==> src/rtl/serial_regs.sv <==
module serial_regs #(
  parameter int DEPTH = 16
) (
  input  logic       clk,
  input  logic       rst_n,
  input  logic [2:0] addr,
  input  logic       wr_en,
  input  logic [7:0] wdata,
  input  logic       rd_en,
  output logic [7:0] rdata,
  output logic [7:0] tx_data,
  output logic       tx_valid,
  input  logic       tx_ready,
  input  logic [7:0] rx_data,
  input  logic       rx_valid,
  output logic       irq
);
  localparam int AW = (DEPTH > 1) ? $clog2(DEPTH) : 1;
  localparam int CW = $clog2(DEPTH + 1);
  localparam logic [CW-1:0] FULL_CNT = CW'(DEPTH);
  localparam logic [AW-1:0] LAST_IX  = AW'(DEPTH - 1);

  logic [7:0]    q [DEPTH];
  logic [AW-1:0] wp, rp;
  logic [CW-1:0] cnt;
  logic [3:0]    ier, iid;
  logic [7:0]    lcr, mcr, scr;
  logic [15:0]   div;
  logic          ovr;

  wire dlab     = lcr[7];
  wire loop     = mcr[4];
  wire empty    = (cnt == '0);
  wire full     = (cnt == FULL_CNT);
  wire wr_thr   = wr_en && addr == 3'd0 && !dlab;
  wire rd_rbr   = rd_en && addr == 3'd0 && !dlab;
  wire tx_load  = wr_thr && !loop;
  wire lb_push  = wr_thr && loop;
  wire rx_take  = rx_valid && !loop;
  wire push_req = lb_push || rx_take;
  wire [7:0] push_data = lb_push ? wdata : rx_data;
  wire pop      = rd_rbr && !empty;
  wire push     = push_req && (!full || pop);
  wire drop     = push_req && full && !pop;
  wire [7:0] lsr = {1'b0, !tx_valid, !tx_valid, 3'b000, ovr, !empty};

  assign irq = ~iid[0];

  always_comb begin
    rdata = 8'h00;
    case (addr)
      3'd0: rdata = dlab ? div[7:0] : (empty ? 8'hFF : q[rp]);
      3'd1: rdata = dlab ? div[15:8] : {4'h0, ier};
      3'd2: rdata = {4'h0, iid};
      3'd3: rdata = lcr;
      3'd4: rdata = mcr;
      3'd5: rdata = lsr;
      3'd6: rdata = 8'h00;
      3'd7: rdata = scr;
      default: rdata = 8'h00;
    endcase
  end

  always_ff @(posedge clk) begin
    if (push) q[wp] <= push_data;
  end

  always_ff @(posedge clk) begin
    if (!rst_n) begin
      wp <= '0; rp <= '0; cnt <= '0;
      ier <= '0; iid <= 4'b0001; lcr <= 8'h03; mcr <= '0; scr <= '0;
      div <= '0; ovr <= 1'b0; tx_valid <= 1'b0; tx_data <= '0;
    end else begin
      if (push) wp <= (wp == LAST_IX) ? '0 : wp + 1'b1;
      if (pop)  rp <= (rp == LAST_IX) ? '0 : rp + 1'b1;
      cnt <= cnt + CW'(push) - CW'(pop);

      if (rd_en && addr == 3'd5) ovr <= 1'b0;
      if (drop) ovr <= 1'b1;

      if (wr_en) begin
        case (addr)
          3'd0: if (dlab) div[7:0] <= wdata;
          3'd1: if (dlab) div[15:8] <= wdata; else ier <= wdata[3:0];
          3'd3: lcr <= wdata;
          3'd4: mcr <= wdata;
          3'd7: scr <= wdata;
          default: ;
        endcase
      end

      if (tx_valid && tx_ready) tx_valid <= 1'b0;
      if (tx_load) begin
        tx_data  <= wdata;
        tx_valid <= 1'b1;
      end

      if (rd_en && addr == 3'd2) iid <= 4'b0001;
      if (tx_load && ier[1]) iid <= 4'b0010;
      if (push_req && ier[0]) iid <= 4'b0100;
    end
  end

  a_r10_count_bound: assert property (@(posedge clk) disable iff (!rst_n) cnt <= FULL_CNT);
  a_r10_overrun_set: assert property (@(posedge clk) disable iff (!rst_n)
    (rx_valid && !loop && full && !rd_rbr) |=> lsr[1]);
  a_r8_empty_ff: assert property (@(posedge clk) disable iff (!rst_n)
    (lsr[0] == 1'b0 && addr == 3'd0 && !dlab) |-> rdata == 8'hFF);
  a_r5_read_ack: assert property (@(posedge clk) disable iff (!rst_n)
    (rd_en && addr == 3'd2 && !wr_en && !rx_valid) |=> !irq);
  a_r7_loop_no_tx: assert property (@(posedge clk) disable iff (!rst_n)
    $rose(tx_valid) |-> !$past(loop));
  a_r4_div_low_only: assert property (@(posedge clk) disable iff (!rst_n)
    (wr_en && addr == 3'd0 && dlab) |=> $stable(div[15:8]) && $stable(tx_valid));
endmodule

==> config.mk <==
export PLATFORM = sky130hd
export DESIGN_NAME = serial_regs
export DESIGN_NICKNAME = d
export VERILOG_FILES = /design/src/rtl/serial_regs.sv
export SDC_FILE = /design/constraint.sdc
export NUM_CORES = 1
export LEC_CHECK = 0
export ABC_AREA = 1
export BUFFER_PORTS_ARGS = -buffer_cell sky130_fd_sc_hd__buf_2
export CAP_MARGIN = 25
export CORE_MARGIN = 5
export CORE_UTILIZATION = 23
export CTS_CLUSTER_SIZE = 10
export DETAILED_ROUTE_END_ITERATION = 8
export HOLD_SLACK_MARGIN = 0.15
export SYNTH_ARGS = -nofsm -noshare
export SYNTH_HDL_FRONTEND = slang
export SYNTH_SLANG_ARGS = --single-unit
==> constraint.sdc <==
create_clock -name clk -period 7.9 [get_ports clk]
set_clock_uncertainty 0.05 [all_clocks]
set_input_delay 1.185 -clock clk [delete_from_list [all_inputs] [get_ports clk]]
set_output_delay 1.185 -clock clk [all_outputs]
set_load 0.02 [all_outputs]
==> results of run 1 <==
[state kept, by name (all words and copies together) (netlist names), named ones only]
register and count:
cnt 5, div 16, ier 4, iid 3, lcr 8, mcr 8
ovr 1, q 128, rp 4, scr 8, tx_data 8, tx_valid 1
wp 4
[critical path, delay by kind of cell, from the launching register on]
kind / cells / cell delay [ns]
flip-flops: 1 / 0.31
AND/OR/NAND/NOR: 8 / 0.74
buffers and inverters: 4 / 1.31
[per-stage QoR]
step	total power, uW	hold WS [ns]
after CTS	2550	0.400
after detailed placement	1530	0.392
after floorplan	1420	0.375
final	2530	0.395
after global placement	1520	0.384
after global routing	2640	0.417
[kinds of logic after synthesis]
kind of cell / Yosys count / synth area share (%)
adders and majority gates: 12 / 1.76
xor gates and xnor gates: 4 / 0.392
buffers and inverters: 177 / 7.72
DFF: 202 / 59.5
and+or+nand+nor: 484 / 22.8
AOI/OAI and AO/OA: 132 / 7.81
[placed cells by master, fill, tap and decap left out, drive strengths merged]
cell type,n
o211ai,2
bufinv,1
a211oi,3
fa,1
nand2,296
o22ai,3
edfxtp,128
o31ai,1
o221ai,1
nand3b,1
buf,47
nand4,2
dfxtp,74
o21ai,61
xnor2,1
nor2,69
or2,1
xor2,3
nor3,3
inv,139
nand3,112
ha,11
o2bb2ai,1
clkbuf,40
a21oi,60
[layer usage]
layer / wire length, um / track usage [%] / vias up
met2: 10400 / 16.4 / 186
met4: 403 / 1.92 / 0
li1: - / - / 3364
met5: 0 / 0 / -
met3: 1380 / 2.15 / 33
met1: 10800 / 14.9 / 3182
[cell type report]
class / count / area (um^2)
inverters: 139 / 527
fillers: 4188 / 28100
clock inverters: 1 / 30.0
flip-flops and latches: 202 / 5330
repair buffers: 47 / 280
well taps: 518 / 648
clock buffers: 40 / 682
multi-input cells: 632 / 2930
[where the power goes]
group	total (uW)	internal [uW]	switching, uW
Clock	1020	614	405
Sequential	1190	1170	20.8
Combinational	322	93.4	228
Total	2530	1870	654
[worst max path at each step]
stage               cells past startpoint           endpoint  slack (ns)
floorplan                              14  cnt[4]$_SDFF_PN0_        4.54
global placement                       11           rdata[5]        4.03
detailed placement                     15  cnt[4]$_SDFF_PN0_        4.04
CTS                                    12           rdata[7]        3.70
global route                           12           rdata[7]        3.47
finish                                 12           rdata[7]        3.73
==> metrics.md, run 1 <==
| Metric | Value |
|---|---|
| Total GRT Usage | 10.4% |
| DP Worst Slack | 4.04 ns |
| Gpl congestion | 0.867 |
| CP Max Fanout | 65 |
| Top-area cell type share of the netlist area | 43.0% |
| ANT nets after route | 0 |
| Cell row count | 72 |
| Clock sink total | 202 |
| Worst Hold Endpoint | tx_data[5]$_SDFFE_PN0P_ |
| Synthesized area | 8940 um^2 |
| CP peak stage delay | around 0.54 ns |
| Largest net degree at the start of global routing | 66 |
| CP required | 6.66 ns |
| Placed cells | 1,537 |
| Hold-fix buffers, CTS | 0 |
| Slew headroom | a little over a third |
| FF-to-FF path depth | 12 |
| H-tree depth | 1 |
| Core ar. | ~39,000 um^2 |
| Yosys reg bits | 202 |
| Mapped Cells | 1,011 |
| Final Hold Fails | 0 |
| Reg-to-reg startpoint | lcr[7]$_SDFFE_PN0P_ |
| RSZ-0062 raised after global routing | false |
| DR vias/cell | 4.28 |
| Number of remaining DRC errors | 0 |
| Slowest stage cell, crit path | buf_4 |
| Yosys Warn Count | 0 |
| Final Critical Period | 4.17 ns |
| Hold WC Path Type | reg -> reg |
| Synth cell types | 35 |
| Max VDD drop | around 0.00013 V |
| Remaining global-route overflow | 0 |
| DRT Wirelength | 23.0 mm |
| Clk root buf | clkbuf_16 |
| Cts repair resizes | 0 |
| Final setup violating endpoints | 0 |
| 1st-iter DRT viols | around 610 |
| TNS Setup | 0 ns |
| Nets | about 1,100 |
| I/O Pins | 43 |
| Critical path startpoint category | register |
| Worst-skew pair later-pin latency | 0.50 ns |
| Initial core utilization | ~23% |
| EDFF count, synth | 128 |
| CTS buffer count | 24 |
| Die area | 42,900 um^2 |
| CP Capture Type | output pin |
| TritonCTS clock tree | done |
| Max cap viols | 0 |
| Layout area overhead | 16.5% |
| WS Path Type | reg -> out |
| Avg Inst Size Synth | 8.85 um^2 |
| Top post-synthesis cells by count | 289 x nand2_1, 134 x inv_1, 128 x edfxtp_1, 109 x nand3_1, 74 x dfxtp_1 |
| Post-synthesis async set-or-reset flop share | 0% |
| Hold Startpoint | tx_data[5]$_SDFFE_PN0P_ |
| Post-DP HPWL | 15.4 mm |
| Via count | 6,765 |
| Main synth FF type | edfxtp_1 |
| Pwr Density | 243 nW/um^2 |
| Clock slew at reported path FFs | 0.05 ns |
| Die height | roughly 210 um |
| RR Endpoint | cnt[4]$_SDFF_PN0_ |
| Cell area after layout | 10,400 um^2 |
| CP dominant cell by count | nand2_1 |
| Share of cells above drive strength 1 | 8.95% |
| Post-synthesis sequential area ratio | 59.5% |
| Max-slew violation count | 0 |
| Core Util, Final | 27.0% |
| Clk buf depth | 3 |
| Die W | ~210 um |
| Diodes inserted | 0 |
| IO Port Bufs | 42 |
| Final WS setup | ~3.7 ns |
| Leakage power | 0.00423 uW |
| Post-synth top area cell | edfxtp_1 |
| Vias in the first global route | 6,628 |
| Worst Tran Pin Value | 0.973 ns |
| Synth area leaders | edfxtp_1 43%, dfxtp_1 17%, nand2_1 12%, nand3_1 6.1%, inv_1 5.6% |
| Fmax | 0.240 GHz |
| Hold depth | 2 |
| Antenna violations before repair | 0 |
| First-pass GRT wire length | ~37 mm |
| CP arrival | 2.93 ns |
| Crit share post-route | 52.7% |
| Placement Cell Area | 9700 um^2 |
| Most frequent cell after synthesis | nand2_1 |
| Syn nets | 1,048 |
| Pre-antenna DRT Iters | 5 |
| WL/cell | 14.6 um |
| Setup bufs post-CTS | 0 |
| Status | completed |
| CP Cell Sequence | buf_4, inv_2, buf_12, nand2_1, nand2_1, nand2_1, nand3_1, nand3_1, nand3_1, nand2_1, nand2_1, buf_2 |
| Fin cells | roughly 1,600 |
| R2R Setup Slk | 4.68 ns |
No activity file was read; power rests on OpenSTA's default activity.
==> inputs of run 2 (changes only) <==
clock period = 3.61 ns   (was 7.9 ns; I/O delays follow)
==> run 2 against run 1 <==
  * Cell count stayed put
  * Largest power group unchanged
  * Clock-buffer cell count decreased by 5
  * Wire length is 0.36% lower
  * Total power is 120% higher
  * Global-route usage barely moved
  * Core utilization about the same
  * Worst hold slack got worse by 0.15 ns
  * Flip-flop and latch count stayed put
==> metrics.md, run 2 (same netlist as run 1, synthesis figures left out) <==
| Metric | Value |
|---|---|
| Largest register FFs | 128 |
| Die W | between 200 and 250 um |
| Slew headroom | between 40% and 50% |
| Clk buf depth | 3 |
| WL/cell | 14.5 um |
| Cts repair resizes | 0 |
| Hold-fix buffers, CTS | 0 |
| Diodes inserted | 0 |
| Final Critical Period | 3.07 ns |
| Gpl congestion | 0.853 |
| Worst-skew pair later-pin latency | 0.51 ns |
| Setup bufs post-CTS | 0 |
| Worst Hold Endpoint | tx_valid$_SDFFE_PN0P_ |
| First-pass GRT wire length | 36.6 mm |
| Critical path startpoint category | register |
| Top flop regs | q: 128 flops, div: 16 flops |
| RR Endpoint | cnt[4]$_SDFF_PN0_ |
| Die area | 42,900 um^2 |
| Reg-to-reg startpoint | lcr[7]$_SDFFE_PN0P_ |
| Die height | 207 um |
| Hold Startpoint | tx_ready |
| WS Path Type | reg -> out |
| M1 wire length | 10.3 mm |
| Hold WC Path Type | in -> reg |
| Post-DP HPWL | 15.5 mm |
| R2R Setup Slk | roughly 0.7 ns |
| CP arrival | 2.48 ns |
| Pwr Density | 534 nW/um^2 |
| Pre-antenna DRT Iters | 5 |
| RSZ-0062 raised after global routing | false |
| Nets | 1,088 |
| Clock sink total | 202 |
| Max-slew violation count | 0 |
| Layout area overhead | 16.6% |
| Core ar. | 38,600 um^2 |
| H-tree depth | 1 |
| Most flops, register | q |
| Fmax | 0.326 GHz |
| Status | completed |
| Most common cell after layout, fill and taps aside | nand2_1 |
| Initial core utilization | 23.2% |
| Largest net degree at the start of global routing | 65 |
| Post-layout power | ~5600 uW |
| Core Util, Final | 27.0% |
| CP required | 3.02 ns |
| ANT nets after route | 0 |
| Total GRT Usage | 10.4% |
| DRT Wirelength | 22.9 mm |
| CP Capture Type | output pin |
| Clock slew at reported path FFs | approximately 0.05 ns |
| Via count | 6,748 |
| Final Hold Fails | 0 |
| Max VDD drop | between 0.0003 and 0.0004 V |
| Cell row count | slightly above 70 |
| Antenna violations before repair | 0 |
| I/O Pins | 43 |
| Vias in the first global route | 6,777 |
| Most frequent cells in the layout | 289 x nand2_1, 134 x inv_1, 128 x edfxtp_1, 109 x nand3_1, 73 x dfxtp_1 |
| Worst Tran Pin Value | 0.804 ns |
| TNS Setup | 0 ns |
| DR vias/cell | 4.27 |
| Remaining global-route overflow | 0 |
| Met2 wire len | between 10 and 15 mm |
| IO Port Bufs | 42 |
| CTS buffer count | 25 |
| Clk root buf | clkbuf_16 |
| Final setup violating endpoints | 0 |
| Number of remaining DRC errors | 0 |
| Share of cells above drive strength 1 | 9.52% |
| Leakage power | 0.00424 uW |
| Max cap viols | 0 |
| DR WL met3 | 1.41 mm |
| TritonCTS clock tree | done |
| FF-to-FF path depth | 12 |
| CP Max Fanout | 32 |
| Crit share post-route | 85.1% |
| Max Used Layer | met4 |
| 1st-iter DRT viols | 606 |
| Hold depth | 3 |
-- run 2: critical path, stage by stage (launching register included) --
cell     delay (ns)
dfxtp_2        0.33
inv_2          0.41
buf_4          0.33
nand2_1        0.07
nand2_1        0.06
nand2_1        0.05
nand3_1        0.11
nand3_1        0.14
nand3_1        0.15
nand2_1        0.07
nand2_1        0.08
buf_2          0.17
-- run 2: power breakdown --
group          internal, uW  switching, uW  leakage, uW
clock                  1370            894     0.000345
sequential             2550           46.7      0.00176
combinational           202            508      0.00214
total                  4120           1450      0.00424
-- run 2: layer usage --
layer	track usage (%)	up-vias
li1	-	3362
met1	14.3	3175
met2	17.0	170
met3	1.77	41
met4	2.69	0
met5	0	-
-- run 2: metrics by stage --
step           cells  cell area (um^2)  setup WS, ns  hold slack, ns
2_1_floorplan   1011              8940         0.895           0.375
3_3_place_gp    1542              9710         0.489           0.386
3_5_place_dp    1542              9710         0.455           0.388
4_1_cts         1579             10400         0.472           0.227
5_1_grt         1579             10400         0.332           0.240
6_report        1579             10400         0.539           0.250
-- run 2: how the worst max path moves through the flow --
stage          startpoint                 to  cells past startpoint
2_1_floorplan     addr[0]  cnt[4]$_SDFF_PN0_                     14
3_5_place_dp      addr[0]  cnt[4]$_SDFF_PN0_                     15
4_1_cts          register           rdata[7]                     11
3_3_place_gp      addr[0]  cnt[4]$_SDFF_PN0_                     15
6_report         register           rdata[7]                     11
5_1_grt          register           rdata[5]                     11
-- run 2: cell type report --
| cell class | instances | area [um^2] |
|---|---|---|
| clock buffers | 35 | 684 |
| clock inverters | 2 | 37.5 |
| fillers | 4208 | 28100 |
| inverters | 139 | 527 |
| multi-input cells | 632 | 2930 |
| flip-flops and latches | 202 | 5330 |
| well taps | 518 | 648 |
| repair buffers | 51 | 278 |
